### config.mk
export PLATFORM = sky130hd
export DESIGN_NAME = therm_result_encoder
export DESIGN_NICKNAME = d
export VERILOG_FILES = /design/src/rtl/therm_pkg.sv /design/src/rtl/therm_edge_detect.sv /design/src/rtl/therm_shape_check.sv /design/src/rtl/therm_row_encoder.sv /design/src/rtl/therm_result_encoder.sv
export SDC_FILE = /design/constraint.sdc
export NUM_CORES = 1
export LEC_CHECK = 0
export BUFFER_PORTS_ARGS = -buffer_cell sky130_fd_sc_hd__buf_4
export CORE_AREA = 2 2 39 41
export CTS_CLUSTER_DIAMETER = 80
export DETAILED_ROUTE_END_ITERATION = 10
export DIE_AREA = 0 0 41 43
export SETUP_SLACK_MARGIN = 0.05
export SLEW_MARGIN = 20
export SYNTH_ARGS = -nofsm -noshare
export SYNTH_HDL_FRONTEND = slang
export SYNTH_SLANG_ARGS = --single-unit
### constraint.sdc
create_clock -name clk -period 1.9 [get_ports clk]
set_clock_uncertainty 0.2 [all_clocks]
set_input_delay 0.19 -clock clk [delete_from_list [all_inputs] [get_ports clk]]
set_output_delay 0.19 -clock clk [all_outputs]
set_load 0.1 [all_outputs]
### src/rtl/therm_pkg.sv
package therm_pkg;

    localparam int unsigned DEF_WIDTH = 8;

    // Binary value carried by the row that a step at position k selects.
    function automatic int unsigned row_value(input int unsigned k, input int unsigned n);
        return (k + 1) % n;
    endfunction

    typedef enum logic [1:0] {
        SHAPE_ZERO  = 2'd0,
        SHAPE_THERM = 2'd1,
        SHAPE_FULL  = 2'd2,
        SHAPE_BAD   = 2'd3
    } shape_e;

endpackage

### src/rtl/therm_edge_detect.sv
module therm_edge_detect #(
    parameter int unsigned N = therm_pkg::DEF_WIDTH
) (
    input  logic [N-1:0] word_i,
    output logic [N-1:0] step_o
);
    // A step sits where a set bit is followed by a clear one.
    // The top bit sees a clear bit beyond the end of the word.
    for (genvar k = 0; k < N; k++) begin : g_step
        if (k == N - 1) begin : g_top
            assign step_o[k] = word_i[k];
        end else begin : g_mid
            assign step_o[k] = word_i[k] & ~word_i[k+1];
        end
    end
endmodule

### src/rtl/therm_shape_check.sv
module therm_shape_check #(
    parameter int unsigned N = therm_pkg::DEF_WIDTH
) (
    input  logic [N-1:0]     word_i,
    output therm_pkg::shape_e shape_o
);
    import therm_pkg::*;

    logic [N-2:0] rise;   // clear bit below a set bit: illegal
    logic         bad;

    assign rise = ~word_i[N-2:0] & word_i[N-1:1];
    assign bad  = |rise;

    always_comb begin
        if (bad)                shape_o = SHAPE_BAD;
        else if (&word_i)       shape_o = SHAPE_FULL;
        else if (word_i == '0)  shape_o = SHAPE_ZERO;
        else                    shape_o = SHAPE_THERM;
    end
endmodule

### src/rtl/therm_row_encoder.sv
module therm_row_encoder #(
    parameter int unsigned N  = therm_pkg::DEF_WIDTH,
    parameter int unsigned CW = $clog2(N)
) (
    input  logic [N-1:0]  step_i,
    output logic [CW-1:0] code_o
);
    import therm_pkg::*;

    logic [CW-1:0] gated [N];

    for (genvar k = 0; k < N; k++) begin : g_row
        localparam logic [CW-1:0] ROW = CW'(row_value(k, N));
        assign gated[k] = step_i[k] ? ROW : '0;
    end

    always_comb begin
        code_o = '0;
        for (int k = 0; k < N; k++) begin
            code_o = code_o | gated[k];
        end
    end
endmodule

### src/rtl/therm_result_encoder.sv
module therm_result_encoder #(
    parameter int unsigned N  = therm_pkg::DEF_WIDTH,
    parameter int unsigned CW = $clog2(N)
) (
    input  logic          clk,
    input  logic          rst,
    input  logic          in_valid,
    input  logic [N-1:0]  in_word,
    output logic          out_valid,
    output logic [CW-1:0] out_count,
    output logic          out_err
);
    import therm_pkg::*;

    typedef struct packed {
        logic          vld;
        logic [CW-1:0] count;
        logic          err;
    } result_t;

    logic [N-1:0]  step;
    logic [CW-1:0] code;
    shape_e        shape;
    result_t       res_q;

    therm_edge_detect #(.N(N)) u_edge (
        .word_i (in_word),
        .step_o (step)
    );

    therm_shape_check #(.N(N)) u_shape (
        .word_i  (in_word),
        .shape_o (shape)
    );

    therm_row_encoder #(.N(N), .CW(CW)) u_rows (
        .step_i (step),
        .code_o (code)
    );

    always_ff @(posedge clk) begin
        if (rst) begin
            res_q <= '0;
        end else begin
            res_q.vld <= in_valid;
            if (in_valid) begin
                res_q.count <= code;
                res_q.err   <= (shape == SHAPE_BAD);
            end
        end
    end

    assign out_valid = res_q.vld;
    assign out_count = res_q.count;
    assign out_err   = res_q.err;
endmodule

==> results of run 1 <==
[kinds of logic after synthesis]
group / Yosys count
and+or+nand+nor: 13
AOI/OAI and AO/OA: 9
DFF: 5
buffers and inverters: 6
[worst max-delay path, cell delays in order]
cell and delay (ns):
dlygate4sd3_1 0.52, buf_4 0.14, inv_1 0.06, o41a_1 0.40
[metrics by stage]
step	cells	utilization	setup WS [ns]
final	69	0.315	0.497
after CTS	69	0.315	0.505
after detailed placement	63	0.281	0.664
after floorplan	33	-	0.342
after global placement	63	0.281	0.680
after global routing	69	0.315	0.473
[how the worst min path moves through the flow]
stage / end / slack [ns] / cells after the start
after floorplan: out_valid / 0.06 / 1
after global placement: out_valid / 0.19 / 2
after detailed placement: out_valid / 0.19 / 2
after CTS: out_count[2] / 0.09 / 4
after global routing: out_count[2] / 0.09 / 4
final: out_count[2] / 0.09 / 4
[cell type report]
cell class,count,area [um^2],share of cell area
clock buffer,4,26.3,0.0603
sequential,5,100,0.230
tap,16,20.0,0.0460
inverter,5,18.8,0.0431
timing repair buffer,17,133,0.305
multi-input combinational,22,138,0.316
[per-layer routing]
layer  up-vias  GRT usage  share of wire
li1        157          -              -
met1       127      0.110           0.48
met2        13      0.103           0.44
met3         0     0.0157          0.083
met4         0      0.100              0
met5         -          0              0
[synthesized netlist by cell type, drive strengths merged]
cell	count	area, um^2
a21oi	1	5.00
a221oi	1	15.0
a222oi	1	10.0
a311oi	3	26.3
buf	1	7.51
dfxtp	5	100
inv	5	18.8
nand2	3	11.3
nor2	6	22.5
nor2b	3	18.8
o21ai	1	5.00
o22ai	1	6.26
o41a	1	11.3
or2	1	6.26
[placed cells by master (no fill, tap or decap)]
cell type      Yosys  final
a21oi_1            1      1
a221oi_2           1      1
a222oi_1           1      1
a311oi_1           3      3
buf_4              1     15
clkbuf_1           0      1
clkbuf_4           0      3
dfxtp_1            5      5
dlygate4sd3_1      0      2
inv_1              5      5
nand2_1            3      3
nor2_1             6      6
nor2b_1            3      3
o21ai_0            1      1
o22ai_1            1      1
o41a_1             1      1
or2_1              1      1
[flip-flops by register name, summed over array words and instances (netlist names)]
register   count
out_valid      1
out_count      3
out_err        1
[report_power, final]
group / internal, uW / switching [uW] / total [uW]
registers: 113 / 3.71 / 117
clock network: 79.3 / 41.4 / 121
logic: 39.1 / 84.4 / 124
==> summary.md, run 1 <==
| Metric | Value |
|---|---|
| Status | complete, no violations |
| Congestion Overflow GR | 0 |
| Die height | 43 um |
| Number of buffers inserted by port buffering | 15 |
| Worst rel slew slack | 0.808 |
| Avg WL per Cell | approximately 9 um |
| Clock buffer count from CTS | 3 |
| Reg-to-reg startpoint | out_err |
| Die X-Extent | just over 40 um |
| Lkg Pwr | 0.000208 uW |
| Worst skew pair latency | 0.24 ns |
| Setup crit end kind | flip-flop |
| CP arrival | 1.32 ns |
| Iteration-0 DRC Markers | 36 |
| Syn_area_per_cell | 8.00 um^2 |
| Hold path start | in_word[6] |
| Remaining DRCs | 0 |
| Setup CP Type | primary input to flip-flop |
| Fin nets | 65 |
| WP data required | roughly 1.8 ns |
| Register area share after synthesis | 0.379 |
| Vias per inst | 4.30 |
| Maxcap violations | 0 |
| R2R depth | 2 |
| Clk sinks | 5 |
| Filler cells | 151 |
| Synth Register Bits | 5 |
| CTS Buffer Depth | 2 |
| Final WL | ~640 um |
| Compound-gate portion of the synthesized area | 0.299 |
| Post-cts resize count | 0 |
| CP Launch Point | in_valid |
| Setup repair after global routing missed its margin | false |
| Core ar. | 1380 um^2 |
| Via count | 297 |
| CP startpoint kind | primary input |
| Fmax | approximately 710 MHz |
| Final setup fails | 0 |
| Gr usage total | 0.0854 |
| Dpl hpwl | 517 um |
| PD cells | 830 nW/um^2 |
| Antenna violations before repair | 0 |
| Synthesized area | 264 um^2 |
| Post-route ant nets | 0 |
| Syn Inst Count | 33 |
| Largest vdd supply drop | 0.215 mV |
| Adder-cell share of the synthesized area | 0 |
| Mux share of post-synthesis cell area | 0 |
| Fin. max-slew vios | 0 |
| # Post-CTS Setup Buffers | 0 |
| Initial Util | 0.191 |
| Yosys cell types | 14 |
| Final antenna diode count | 0 |
| Finished Cell Area | 435 um^2 |
| RR Endpoint | out_err |
| Main combinational cell family by area after synthesis | compound AO/OA/AOI/OAI gates |
| First-pass GRT wire length | 979 um |
| Post-synthesis xor/xnor area fraction | 0 |
| Worst Hold Class | primary input to flip-flop |
| TritonCTS clock tree | built |
| Endpoints failing hold | 0 |
| Clock slew at reported path FFs | ~0.040 ns |
| Tmin final | between 1 and 1.5 ns |
| Placer Congestion | between 0.7 and 0.8 |
| TNS Setup | 0 ns |
| Drt pass-1 iters | 4 |
| Fraction of the mapped netlist area in simple logic gates | 0.223 |
| Die area | ~1800 um^2 |
| Syn nets | 44 |
| Hold slack | 0.0911 ns |
| Maximum number of pins on one net before global-route repair | 9 |
| Root Buffer Master | clkbuf_4 |
| Vias in the first global route | 258 |
| Slew @ Worst Pin | slightly below 0.3 ns |
| Crit path max fanout | 8 |
| R2r setup slk | about 1.0 ns |
| Synthesis-to-finish area growth | 64.9% |
| Overall Power | 361 uW |
| H-Tree Depth | 1 |
| # rows | 14 |
| IO Count | 16 |
| Share of cells above drive strength 1 | 0.358 |
| CP Capture Point | out_count[0] |
| Yosys warns | 0 |
| Cts hold-fix bufs | 2 |
| Placed inst area | 389 um^2 |
| Crit share post-route | 0.738 |
No activity file was read; power rests on OpenSTA's default activity.
==> run 2, diff against run 1 <==
clock period = 1.4 ns   (was 1.9 ns; I/O delays follow)
==> run 2 against run 1 <==
Register-to-register slack got worse by 0.49 ns; clock power is 36% higher; clock-buffer cell count is the same; sequential share of layout area grew 0.34 points; highest routed layer unchanged; power up 37%; cell count is 1.4% higher; core utilization increased by 1.1 points.
==> summary.md, run 2 (synthesized netlist as in run 1, its figures left out) <==
| Metric | Value |
|---|---|
| Final WS setup | 0.218 ns |
| Final WL | 650 um |
| Remaining DRCs | 0 |
| # rows | 14 |
| Number of buffers inserted by port buffering | 15 |
| Die area | 1760 um^2 |
| # Post-CTS Setup Buffers | 0 |
| Number of flip-flops in the largest register | 3 |
| Final setup fails | 0 |
| Core ar. | 1380 um^2 |
| TritonCTS clock tree | built |
| Hold slack | 0.0201 ns |
| Via count | 321 |
| Status | complete, no violations |
| Iteration-0 DRC Markers | 3 |
| Avg WL per Cell | 9.29 um |
| Drt pass-1 iters | 4 |
| Post-cts resize count | 0 |
| Slew @ Worst Pin | 0.311 ns |
| Antenna violations before repair | 0 |
| CTS Buffer Depth | 2 |
| WP data required | ~1.1 ns |
| Fmax | 846 MHz |
| Placed inst area | 394 um^2 |
| Maxcap violations | 0 |
| Filler cells | ~160 |
| Largest vdd supply drop | 0.307 mV |
| Clock slew at reported path FFs | ~0.04 ns |
| Share of cells above drive strength 1 | 0.426 |
| R2r setup slk | about 0.53 ns |
| Synthesis-to-finish area growth | 70.6% |
| PD cells | 1100 nW/um^2 |
| Setup repair after global routing missed its margin | false |
| Finished Cell Area | 450 um^2 |
| Commonest non-fill, non-tap cells in the layout | buf_4, nor2_1, inv_1 |
| Dpl hpwl | just over 500 um |
| Post-route ant nets | 0 |
| TNS Setup | 0 ns |
| Worst skew pair latency | between 0.2 and 0.25 ns |
| Worst rel slew slack | 0.793 |
| Worst path cell trace | buf_4 |
| Worst Hold Class | primary input to flip-flop |
| Vias in the first global route | between 200 and 300 |
| Crit path max-delay family | flip-flops |
| Die X-Extent | around 41 um |
| CP arrival | 0.84 ns |
| Clock buffer count from CTS | 3 |
| Root Buffer Master | clkbuf_4 |
| Endpoints failing hold | 0 |
| H-Tree Depth | 1 |
| Largest stage delay, worst path | between 0.3 and 0.4 ns |
| Maximum number of pins on one net before global-route repair | 7 |
| Slowest CP cell | dfxtp_2 |
| Clk sinks | 5 |
| CP startpoint kind | flip-flop |
| IO Count | 16 |
| Placer Congestion | 0.744 |
| First-pass GRT wire length | 1070 um |
| Cts hold-fix bufs | 3 |
| Crit path max fanout | 2 |
| Gr usage total | 0.0904 |
| Lkg Pwr | 0.000213 uW |
| Die height | 43 um |
| Pre-CTS WS | 0.191 ns |
| Commonest non-fill, non-tap cell in the layout | buf_4 |
| Vias per inst | 4.59 |
| Worst Path Buf+Inv | 1 |
| Setup CP Type | flip-flop to output pin |
| Setup crit end kind | output pin |
| Final antenna diode count | 0 |
| Fin nets | 66 |
| Crit share post-route | 0.845 |
| Final Util | 0.325 |
| Congestion Overflow GR | 0 |
| Fin. max-slew vios | 0 |
| Tmin final | 1.18 ns |
| Initial Util | 0.191 |
==> run 2: cell count changes in the layout (fill, tap and decap cells not counted), sizes merged <==
cell	before	now
dlygate4sd3	2	3
==> run 2: layout make-up <==
| type | instances | area, um^2 | area share |
|---|---|---|---|
| Clock buffer | 4 | 26.3 | 0.0583 |
| Inverter | 5 | 18.8 | 0.0417 |
| Multi-Input combinational cell | 22 | 138 | 0.306 |
| Sequential cell | 5 | 105 | 0.233 |
| Tap cell | 16 | 20.0 | 0.0444 |
| Timing Repair Buffer | 18 | 143 | 0.317 |
==> run 2: routing by layer <==
metal,up-vias,GRT usage,routed length (um)
met1,143,0.113,295
li1,159,-,-
met5,-,0,0
met4,0,0.0800,0
met2,19,0.125,294
met3,0,0.0157,60
==> run 2: power by group <==
part	switching, uW	internal, uW	total (uW)
logic	115	55.0	170
clock network	56.1	108	164
registers	5.17	156	161
total	176	318	494
==> run 2: stage by stage <==
step	std cells	power, uW
final	70	494
after floorplan	33	278
after CTS	70	503
after global routing	70	521
after global placement	63	326
after detailed placement	63	327
==> run 2: path summary, 6_finish.rpt <==
check	startpoint	endpoint	cells after the start
setup / recovery	out_err	out_err	1
hold / removal	in_valid	out_count[2]	3
setup reg to reg	out_err	out_err	2
hold reg to reg	out_count[2]	out_count[2]	2
